==> src/rtl/hmb_pkg.sv <==
package hmb_pkg;
  localparam int IDX_W_MAX = 8;

  typedef struct packed {
    logic                 wrEn;
    logic [IDX_W_MAX-1:0] wrIdx;
    logic                 zeroize;
    logic                 issue;
  } hmbStrobe_t;
endpackage

==> src/rtl/hmb_datapath.sv <==
module hmb_datapath
  import hmb_pkg::*;
#(
  parameter int WORDS = 16,
  parameter int DW    = 32,
  localparam int IDX_W = $clog2(WORDS)
) (
  input  logic              clk,
  input  logic              clrAll,
  input  logic              coreBusy,
  input  hmbStrobe_t        strobe,
  input  logic [DW-1:0]     wrData,
  input  logic [IDX_W-1:0]  rdIdx,
  input  logic              hashStart,
  output logic [DW-1:0]     rdWord,
  output logic [WORDS*DW-1:0] msgBlock
);
  logic [DW-1:0] words [WORDS];
  logic [WORDS*DW-1:0] wordsFlat;

  for (genvar i = 0; i < WORDS; i++) begin : g_word
    always_ff @(posedge clk) begin
      if (clrAll || strobe.zeroize) begin
        words[i] <= '0;
      end else if (strobe.wrEn && (strobe.wrIdx == IDX_W_MAX'(i))) begin
        words[i] <= wrData;
      end
    end
    assign wordsFlat[i*DW +: DW] = words[i];
  end

  assign rdWord   = words[rdIdx];
  assign msgBlock = hashStart ? wordsFlat : '0;


  wipe_clears_all_chk: assert property (@(posedge clk) disable iff (clrAll)
    strobe.zeroize |=> (wordsFlat == '0));


  no_busy_write_chk: assert property (@(posedge clk) disable iff (clrAll)
    strobe.wrEn |-> !coreBusy);
endmodule

==> src/rtl/hmb_ctrl.sv <==
module hmb_ctrl
  import hmb_pkg::*;
#(
  parameter int WORDS = 16,
  parameter int DW    = 32,
  parameter int AW    = 8,
  localparam int IDX_W = $clog2(WORDS)
) (
  input  logic             clk,
  input  logic             clrAll,
  input  logic             tamper,
  input  logic             digestValid,
  input  logic             coreBusy,
  input  logic             wrReq,
  input  logic [AW-1:0]    wrAddr,
  input  logic [DW-1:0]    wrData,
  input  logic             rdReq,
  input  logic [AW-1:0]    rdAddr,
  input  logic [DW-1:0]    rdWord,
  output hmbStrobe_t       strobe,
  output logic [IDX_W-1:0] rdIdx,
  output logic             hashStart,
  output logic             wrAck,
  output logic             rdAck,
  output logic [DW-1:0]    rdData
);
  localparam logic [AW-1:0] WORD_END = AW'(WORDS * 4);
  localparam logic [AW-1:0] CTRL_OFF = AW'(WORDS * 4);
  localparam logic [AW-1:0] STAT_OFF = AW'(WORDS * 4 + 4);

  logic startFlag, newFlag, dvPrev;
  logic wrHitWord, wrHitCtrl, issue, zeroize;
  logic [DW-1:0] rdMux;

  always_comb begin
    wrHitWord = wrReq && (wrAddr < WORD_END);
    wrHitCtrl = wrReq && (wrAddr == CTRL_OFF);
    issue     = startFlag && newFlag && !coreBusy;
    zeroize   = (digestValid && !dvPrev) || tamper;

    strobe.wrEn    = wrHitWord && !coreBusy;
    strobe.wrIdx   = IDX_W_MAX'(wrAddr[IDX_W+1:2]);
    strobe.zeroize = zeroize;
    strobe.issue   = issue;
  end

  assign rdIdx = rdAddr[IDX_W+1:2];

  always_comb begin
    if (rdAddr < WORD_END) begin
      rdMux = rdWord;
    end else if (rdAddr == CTRL_OFF) begin
      rdMux = {{(DW-2){1'b0}}, newFlag, startFlag};
    end else if (rdAddr == STAT_OFF) begin
      rdMux = {{(DW-2){1'b0}}, digestValid, coreBusy};
    end else begin
      rdMux = '0;
    end
  end

  always_ff @(posedge clk) begin
    if (clrAll) begin
      startFlag <= 1'b0;
      newFlag   <= 1'b0;
      dvPrev    <= 1'b0;
      hashStart <= 1'b0;
      wrAck     <= 1'b0;
      rdAck     <= 1'b0;
      rdData    <= '0;
    end else begin
      dvPrev    <= digestValid;
      hashStart <= issue;
      wrAck     <= wrReq;
      rdAck     <= rdReq;
      rdData    <= rdReq ? rdMux : '0;
      if (issue) begin
        startFlag <= 1'b0;
        newFlag   <= 1'b0;
      end else if (wrHitCtrl) begin
        startFlag <= startFlag | wrData[0];
        newFlag   <= newFlag | wrData[1];
      end
    end
  end


  start_one_cycle_chk: assert property (@(posedge clk) disable iff (clrAll)
    hashStart |=> !hashStart);


  level_no_rewipe_chk: assert property (@(posedge clk) disable iff (clrAll)
    (digestValid && $past(digestValid) && !$past(clrAll) && !tamper) |-> !strobe.zeroize);


  write_acked_chk: assert property (@(posedge clk) disable iff (clrAll)
    wrReq |=> wrAck);


  reset_flags_chk: assert property (@(posedge clk)
    clrAll |=> (!startFlag && !newFlag && !hashStart));
endmodule

==> src/rtl/hash_msg_bank.sv <==
module hash_msg_bank
  import hmb_pkg::*;
#(
  parameter int WORDS = 16,
  parameter int DW    = 32,
  parameter int AW    = 8
) (
  input  logic                clk,
  input  logic                rstN,
  input  logic                perRst,
  input  logic                tamper,
  input  logic                wrReq,
  input  logic [AW-1:0]       wrAddr,
  input  logic [DW-1:0]       wrData,
  output logic                wrAck,
  input  logic                rdReq,
  input  logic [AW-1:0]       rdAddr,
  output logic                rdAck,
  output logic [DW-1:0]       rdData,
  input  logic                coreBusy,
  input  logic                digestValid,
  output logic                hashStart,
  output logic [WORDS*DW-1:0] msgBlock
);
  localparam int IDX_W = $clog2(WORDS);

  logic clrAll;
  hmbStrobe_t strobe;
  logic [IDX_W-1:0] rdIdx;
  logic [DW-1:0] rdWord;

  assign clrAll = !rstN || perRst;

  hmb_ctrl #(.WORDS(WORDS), .DW(DW), .AW(AW)) u_ctrl (
    .clk(clk), .clrAll(clrAll), .tamper(tamper), .digestValid(digestValid),
    .coreBusy(coreBusy), .wrReq(wrReq), .wrAddr(wrAddr), .wrData(wrData),
    .rdReq(rdReq), .rdAddr(rdAddr), .rdWord(rdWord), .strobe(strobe),
    .rdIdx(rdIdx), .hashStart(hashStart), .wrAck(wrAck), .rdAck(rdAck),
    .rdData(rdData)
  );

  hmb_datapath #(.WORDS(WORDS), .DW(DW)) u_data (
    .clk(clk), .clrAll(clrAll), .coreBusy(coreBusy), .strobe(strobe),
    .wrData(wrData), .rdIdx(rdIdx), .hashStart(hashStart),
    .rdWord(rdWord), .msgBlock(msgBlock)
  );
endmodule

==> config.mk <==
export PLATFORM = sky130hd
export DESIGN_NAME = hash_msg_bank
export DESIGN_NICKNAME = d
export VERILOG_FILES = /design/src/rtl/hmb_pkg.sv /design/src/rtl/hmb_datapath.sv /design/src/rtl/hmb_ctrl.sv /design/src/rtl/hash_msg_bank.sv
export SDC_FILE = /design/constraint.sdc
export NUM_CORES = 1
export LEC_CHECK = 0
export CAP_MARGIN = 20
export CORE_AREA = 2 2 232 234
export DETAILED_ROUTE_END_ITERATION = 8
export DIE_AREA = 0 0 234 236
export DONT_BUFFER_PORTS = 1
export PLACE_DENSITY = 0.76
export SKIP_CTS_REPAIR_TIMING = 1
export SLEW_MARGIN = 10
export SYNTH_ARGS = -nofsm -noshare
export SYNTH_HDL_FRONTEND = slang
export SYNTH_SLANG_ARGS = --single-unit
==> constraint.sdc <==
create_clock -name clk -period 8.6 [get_ports clk]
set_input_delay 0.86 -clock clk [delete_from_list [all_inputs] [get_ports clk]]
set_output_delay 0.86 -clock clk [all_outputs]
set_load 0.01 [all_outputs]
==> flow_results.xml <==
<?xml version="1.0" encoding="UTF-8"?>
<metrics>
  <group name="cts">
    <metric name="worstSkewPairLatency" unit="ns">0.61</metric>
    <metric name="clk_pin_slew_worst_paths" unit="ns">0.06</metric>
    <metric name="root_buffer" unit="">sky130_fd_sc_hd__clkbuf_16</metric>
    <metric name="ctsHtreeMaxLevel" unit="">2</metric>
    <metric name="cts_tree" unit="">yes</metric>
    <metric name="numCtsBuffers" unit="">57</metric>
    <metric name="clkSinkCount" unit="">550</metric>
    <metric name="clk_path_buf_depth" unit="">3</metric>
  </group>
  <group name="floorplanning">
    <metric name="rows" unit="">85</metric>
    <metric name="die_width" unit="um">234</metric>
    <metric name="floorplan.die.height" unit="um">236</metric>
    <metric name="ioPinCount" unit="">603</metric>
    <metric name="fp.coreArea" unit="sq um">53100</metric>
    <metric name="start_util" unit="%">52.6</metric>
    <metric name="die_area" unit="sq um">55200</metric>
  </group>
  <group name="sta">
    <metric name="tightest_slew" unit="ns">1.03</metric>
    <metric name="final.setup.tns" unit="ns">0</metric>
    <metric name="final-hold-violation-count" unit="">0</metric>
    <metric name="clock.fmax" unit="MHz">276</metric>
    <metric name="post-route-min-period" unit="ns">3.62</metric>
    <metric name="setup_repair_after_global_routing_missed_its_margin" unit="">no</metric>
    <metric name="final_max_slew_viol_count" unit="">0</metric>
    <metric name="fin_worst_skew" unit="ns">0.0137</metric>
    <metric name="report.final.setup_viol" unit="">0</metric>
    <metric name="period_share" unit="%">42.1</metric>
    <metric name="worst_slew_margin_rel" unit="%">31.3</metric>
  </group>
  <group name="placement">
    <metric name="gp_congestion" unit="">0.907</metric>
    <metric name="detailed_place_hpwl" unit="um">60800</metric>
    <metric name="placed_cell_area" unit="sq um">28300</metric>
    <metric name="io_buffer_count" unit="">0</metric>
  </group>
  <group name="logic_synthesis">
    <metric name="cells_after_synth" unit="">2057</metric>
    <metric name="yosys.area.top_type_share" unit="%">55.1</metric>
    <metric name="syn_area_per_cell" unit="sq um">13.6</metric>
    <metric name="synth-edff-count" unit="">512</metric>
    <metric name="ys_async_sr_fraction" unit="%">0</metric>
    <metric name="yosys.cell_types.count" unit="">40</metric>
    <metric name="count_of_warnings_emitted_by_yosys" unit="">0</metric>
    <metric name="dominantRegCellSynth" unit="">sky130_fd_sc_hd__edfxtp_1</metric>
    <metric name="synth_area_leaders" unit="">sky130_fd_sc_hd__edfxtp_1 (55%), sky130_fd_sc_hd__and2_1 (23%), sky130_fd_sc_hd__mux4_2 (10%)</metric>
    <metric name="synth_fp_nets" unit="">2113</metric>
    <metric name="synth.ff_latch_count" unit="">550</metric>
    <metric name="synth_top_area_cell" unit="">sky130_fd_sc_hd__edfxtp_1</metric>
    <metric name="synth_seq_area_share" unit="%">57.8</metric>
    <metric name="syn-cell-area" unit="sq um">27900</metric>
  </group>
  <group name="routing">
    <metric name="number_of_violations_reported_at_the_end_of_detailed_routing_iteration_0" unit="">2039</metric>
    <metric name="detail-route-antenna-nets" unit="">0</metric>
    <metric name="detailroute.via_count" unit="">17300</metric>
    <metric name="totalWireLength" unit="um">90200</metric>
    <metric name="detail_route.first_pass.iterations" unit="">5</metric>
    <metric name="viasPerCell" unit="">6.38</metric>
    <metric name="drt_drc_violations_left" unit="">0</metric>
    <metric name="post_drt_wl_per_cell" unit="um">33.2</metric>
  </group>
  <group name="outcome">
    <metric name="result_of_the_run" unit="">finished clean</metric>
  </group>
  <group name="setup_path">
    <metric name="cell_with_the_biggest_individual_delay_on_the_critical_path" unit="">sky130_fd_sc_hd__dfxtp_4</metric>
    <metric name="critical_path_required" unit="ns">7.74</metric>
    <metric name="crit_arrival" unit="ns">2.76</metric>
    <metric name="timing.setup.critical_path_class" unit="">reg -&gt; out</metric>
    <metric name="critPathLaunchType" unit="">flop</metric>
    <metric name="crit_path_cell_trace" unit="">buf_4 -&gt; buf_16 -&gt; and2_1</metric>
    <metric name="cp_slowest_stage_delay" unit="ns">0.92</metric>
    <metric name="r2r_setup_slack" unit="ns">6.02</metric>
    <metric name="timing.critical_path.to_type" unit="">output pin</metric>
    <metric name="cp_max_fo" unit="">154</metric>
  </group>
  <group name="grt">
    <metric name="grt_max_degree" unit="">223</metric>
    <metric name="global_route_wire_length_before_repair" unit="um">124000</metric>
    <metric name="globalRouteTotalUtil" unit="%">31.9</metric>
    <metric name="grt_remaining_overflow" unit="">0</metric>
    <metric name="antenna_found_initial" unit="">1</metric>
    <metric name="grt_pass1_vias" unit="">16700</metric>
  </group>
  <group name="worst_hold_path">
    <metric name="worst_hold_path_type" unit="">in -&gt; reg</metric>
  </group>
  <group name="layout">
    <metric name="fill_cells" unit="">4144</metric>
    <metric name="commonest_non_fill_non_tap_cell_in_the_layout" unit="">sky130_fd_sc_hd__and2_1</metric>
    <metric name="most-common-layout-cells" unit="">sky130_fd_sc_hd__and2_1 (1,025), sky130_fd_sc_hd__edfxtp_1 (512), sky130_fd_sc_hd__mux4_2 (128)</metric>
    <metric name="area_of_all_placed_cells_without_fillers" unit="sq um">30100</metric>
    <metric name="post_route_cells_drive_above_1_share" unit="%">14.7</metric>
    <metric name="nets" unit="">2028</metric>
    <metric name="area_growth" unit="%">7.86</metric>
  </group>
  <group name="pwr">
    <metric name="cellLeakagePower" unit="nW">12.1</metric>
    <metric name="worst_ir_drop_vdd" unit="mV">0.160</metric>
    <metric name="power_density" unit="nW/um^2">184</metric>
  </group>
  <group name="flow_run">
    <metric name="cap_violations" unit="">0</metric>
  </group>
</metrics>
[report_power, final]
part	switching, mW	internal, mW	total [mW]
Combinational	0.0722	0.0745	0.147
Sequential	0.0609	2.97	3.03
Clock	1.06	1.30	2.36
[flip-flops by register name (all words and copies together), names as in the netlist]
register,count
u_ctrl.startFlag,1
u_ctrl.hashStart,1
u_ctrl.rdAck,1
u_data.words,512
u_ctrl.rdData,32
u_ctrl.newFlag,1
u_ctrl.wrAck,1
u_ctrl.dvPrev,1
[worst paths after layout]
| path | cells after the start | from | to |
|---|---|---|---|
| setup / recovery | 3 | u_ctrl.hashStart$_SDFF_PP0_ | msgBlock[306] |
| hold / removal | 1 | coreBusy | u_ctrl.hashStart$_SDFF_PP0_ |
| setup reg to reg | 6 | u_ctrl.dvPrev$_SDFF_PP0_ | u_data.words[4][23]$_SDFFCE_PN0P_ |
| hold reg to reg | 2 | u_ctrl.newFlag$_SDFFE_PP0P_ | u_ctrl.hashStart$_SDFF_PP0_ |
[layer usage]
layer | share of wire, % | wire, um | vias to the layer above | track usage (%)
li1 | - | - | 7012 | -
met1 | 37 | 33500 | 8758 | 42.6
met2 | 48 | 43000 | 1355 | 50.5
met3 | 11 | 10300 | 193 | 8.32
met4 | 3.7 | 3370 | 0 | 11.2
met5 | 0 | 0 | - | 0
[worst max-delay path: cells and delay by family, from the launching register on]
family / cells / cell delay [ns]
buffers and inverters: 2 / 0.74
DFF: 1 / 0.92
and+or+nand+nor: 1 / 0.34
[metrics by stage]
stage          power [mW]  hold WS, ns  std cells  worst slack, ns  utilization, %
2_1_floorplan        3.20        0.447       2057             4.22               -
3_3_place_gp         3.23        0.456       2606             4.98            53.3
3_5_place_dp         3.23        0.464       2608             5.19            53.4
4_1_cts              5.55        0.290       2714             4.70            56.7
5_1_grt              5.67        0.303       2715             4.82            56.8
6_report             5.54        0.321       2716             4.98            56.8
[synth_stat cells, types with 3 or more instances]
library cell	number
sky130_fd_sc_hd__clkbuf_2	3
sky130_fd_sc_hd__buf_6	37
sky130_fd_sc_hd__o21ai_0	19
sky130_fd_sc_hd__o22ai_1	30
sky130_fd_sc_hd__nor3_4	12
sky130_fd_sc_hd__dfxtp_1	38
sky130_fd_sc_hd__buf_2	26
sky130_fd_sc_hd__mux4_2	128
sky130_fd_sc_hd__mux2i_1	64
sky130_fd_sc_hd__edfxtp_1	512
sky130_fd_sc_hd__nor2_1	8
sky130_fd_sc_hd__clkbuf_1	112
sky130_fd_sc_hd__and2_1	1025
sky130_fd_sc_hd__nor3_2	4
sky130_fd_sc_hd__buf_1	4
sky130_fd_sc_hd__nand2_1	4
[cell families after synthesis]
family | count (synthesis) | share of synthesized area [%]
buf+inv | 185 | 3.68
flops | 550 | 57.8
compound gates | 53 | 1.11
simple gates | 1076 | 24.8
mux | 193 | 12.7
[cell type report]
| class | instances | area, sq um | area share [%] |
|---|---|---|---|
| well taps | 696 | 871 | 2.89 |
| flip-flops and latches | 550 | 16100 | 53.6 |
| clock inverters | 35 | 250 | 0.831 |
| inverters | 1 | 3.75 | 0.0125 |
| diodes | 1 | 2.50 | 0.00831 |
| clock buffers | 71 | 1510 | 5.01 |
| repair buffers | 40 | 373 | 1.24 |
| multi-input cells | 1322 | 11000 | 36.4 |
(Power assumes the default switching activity.)
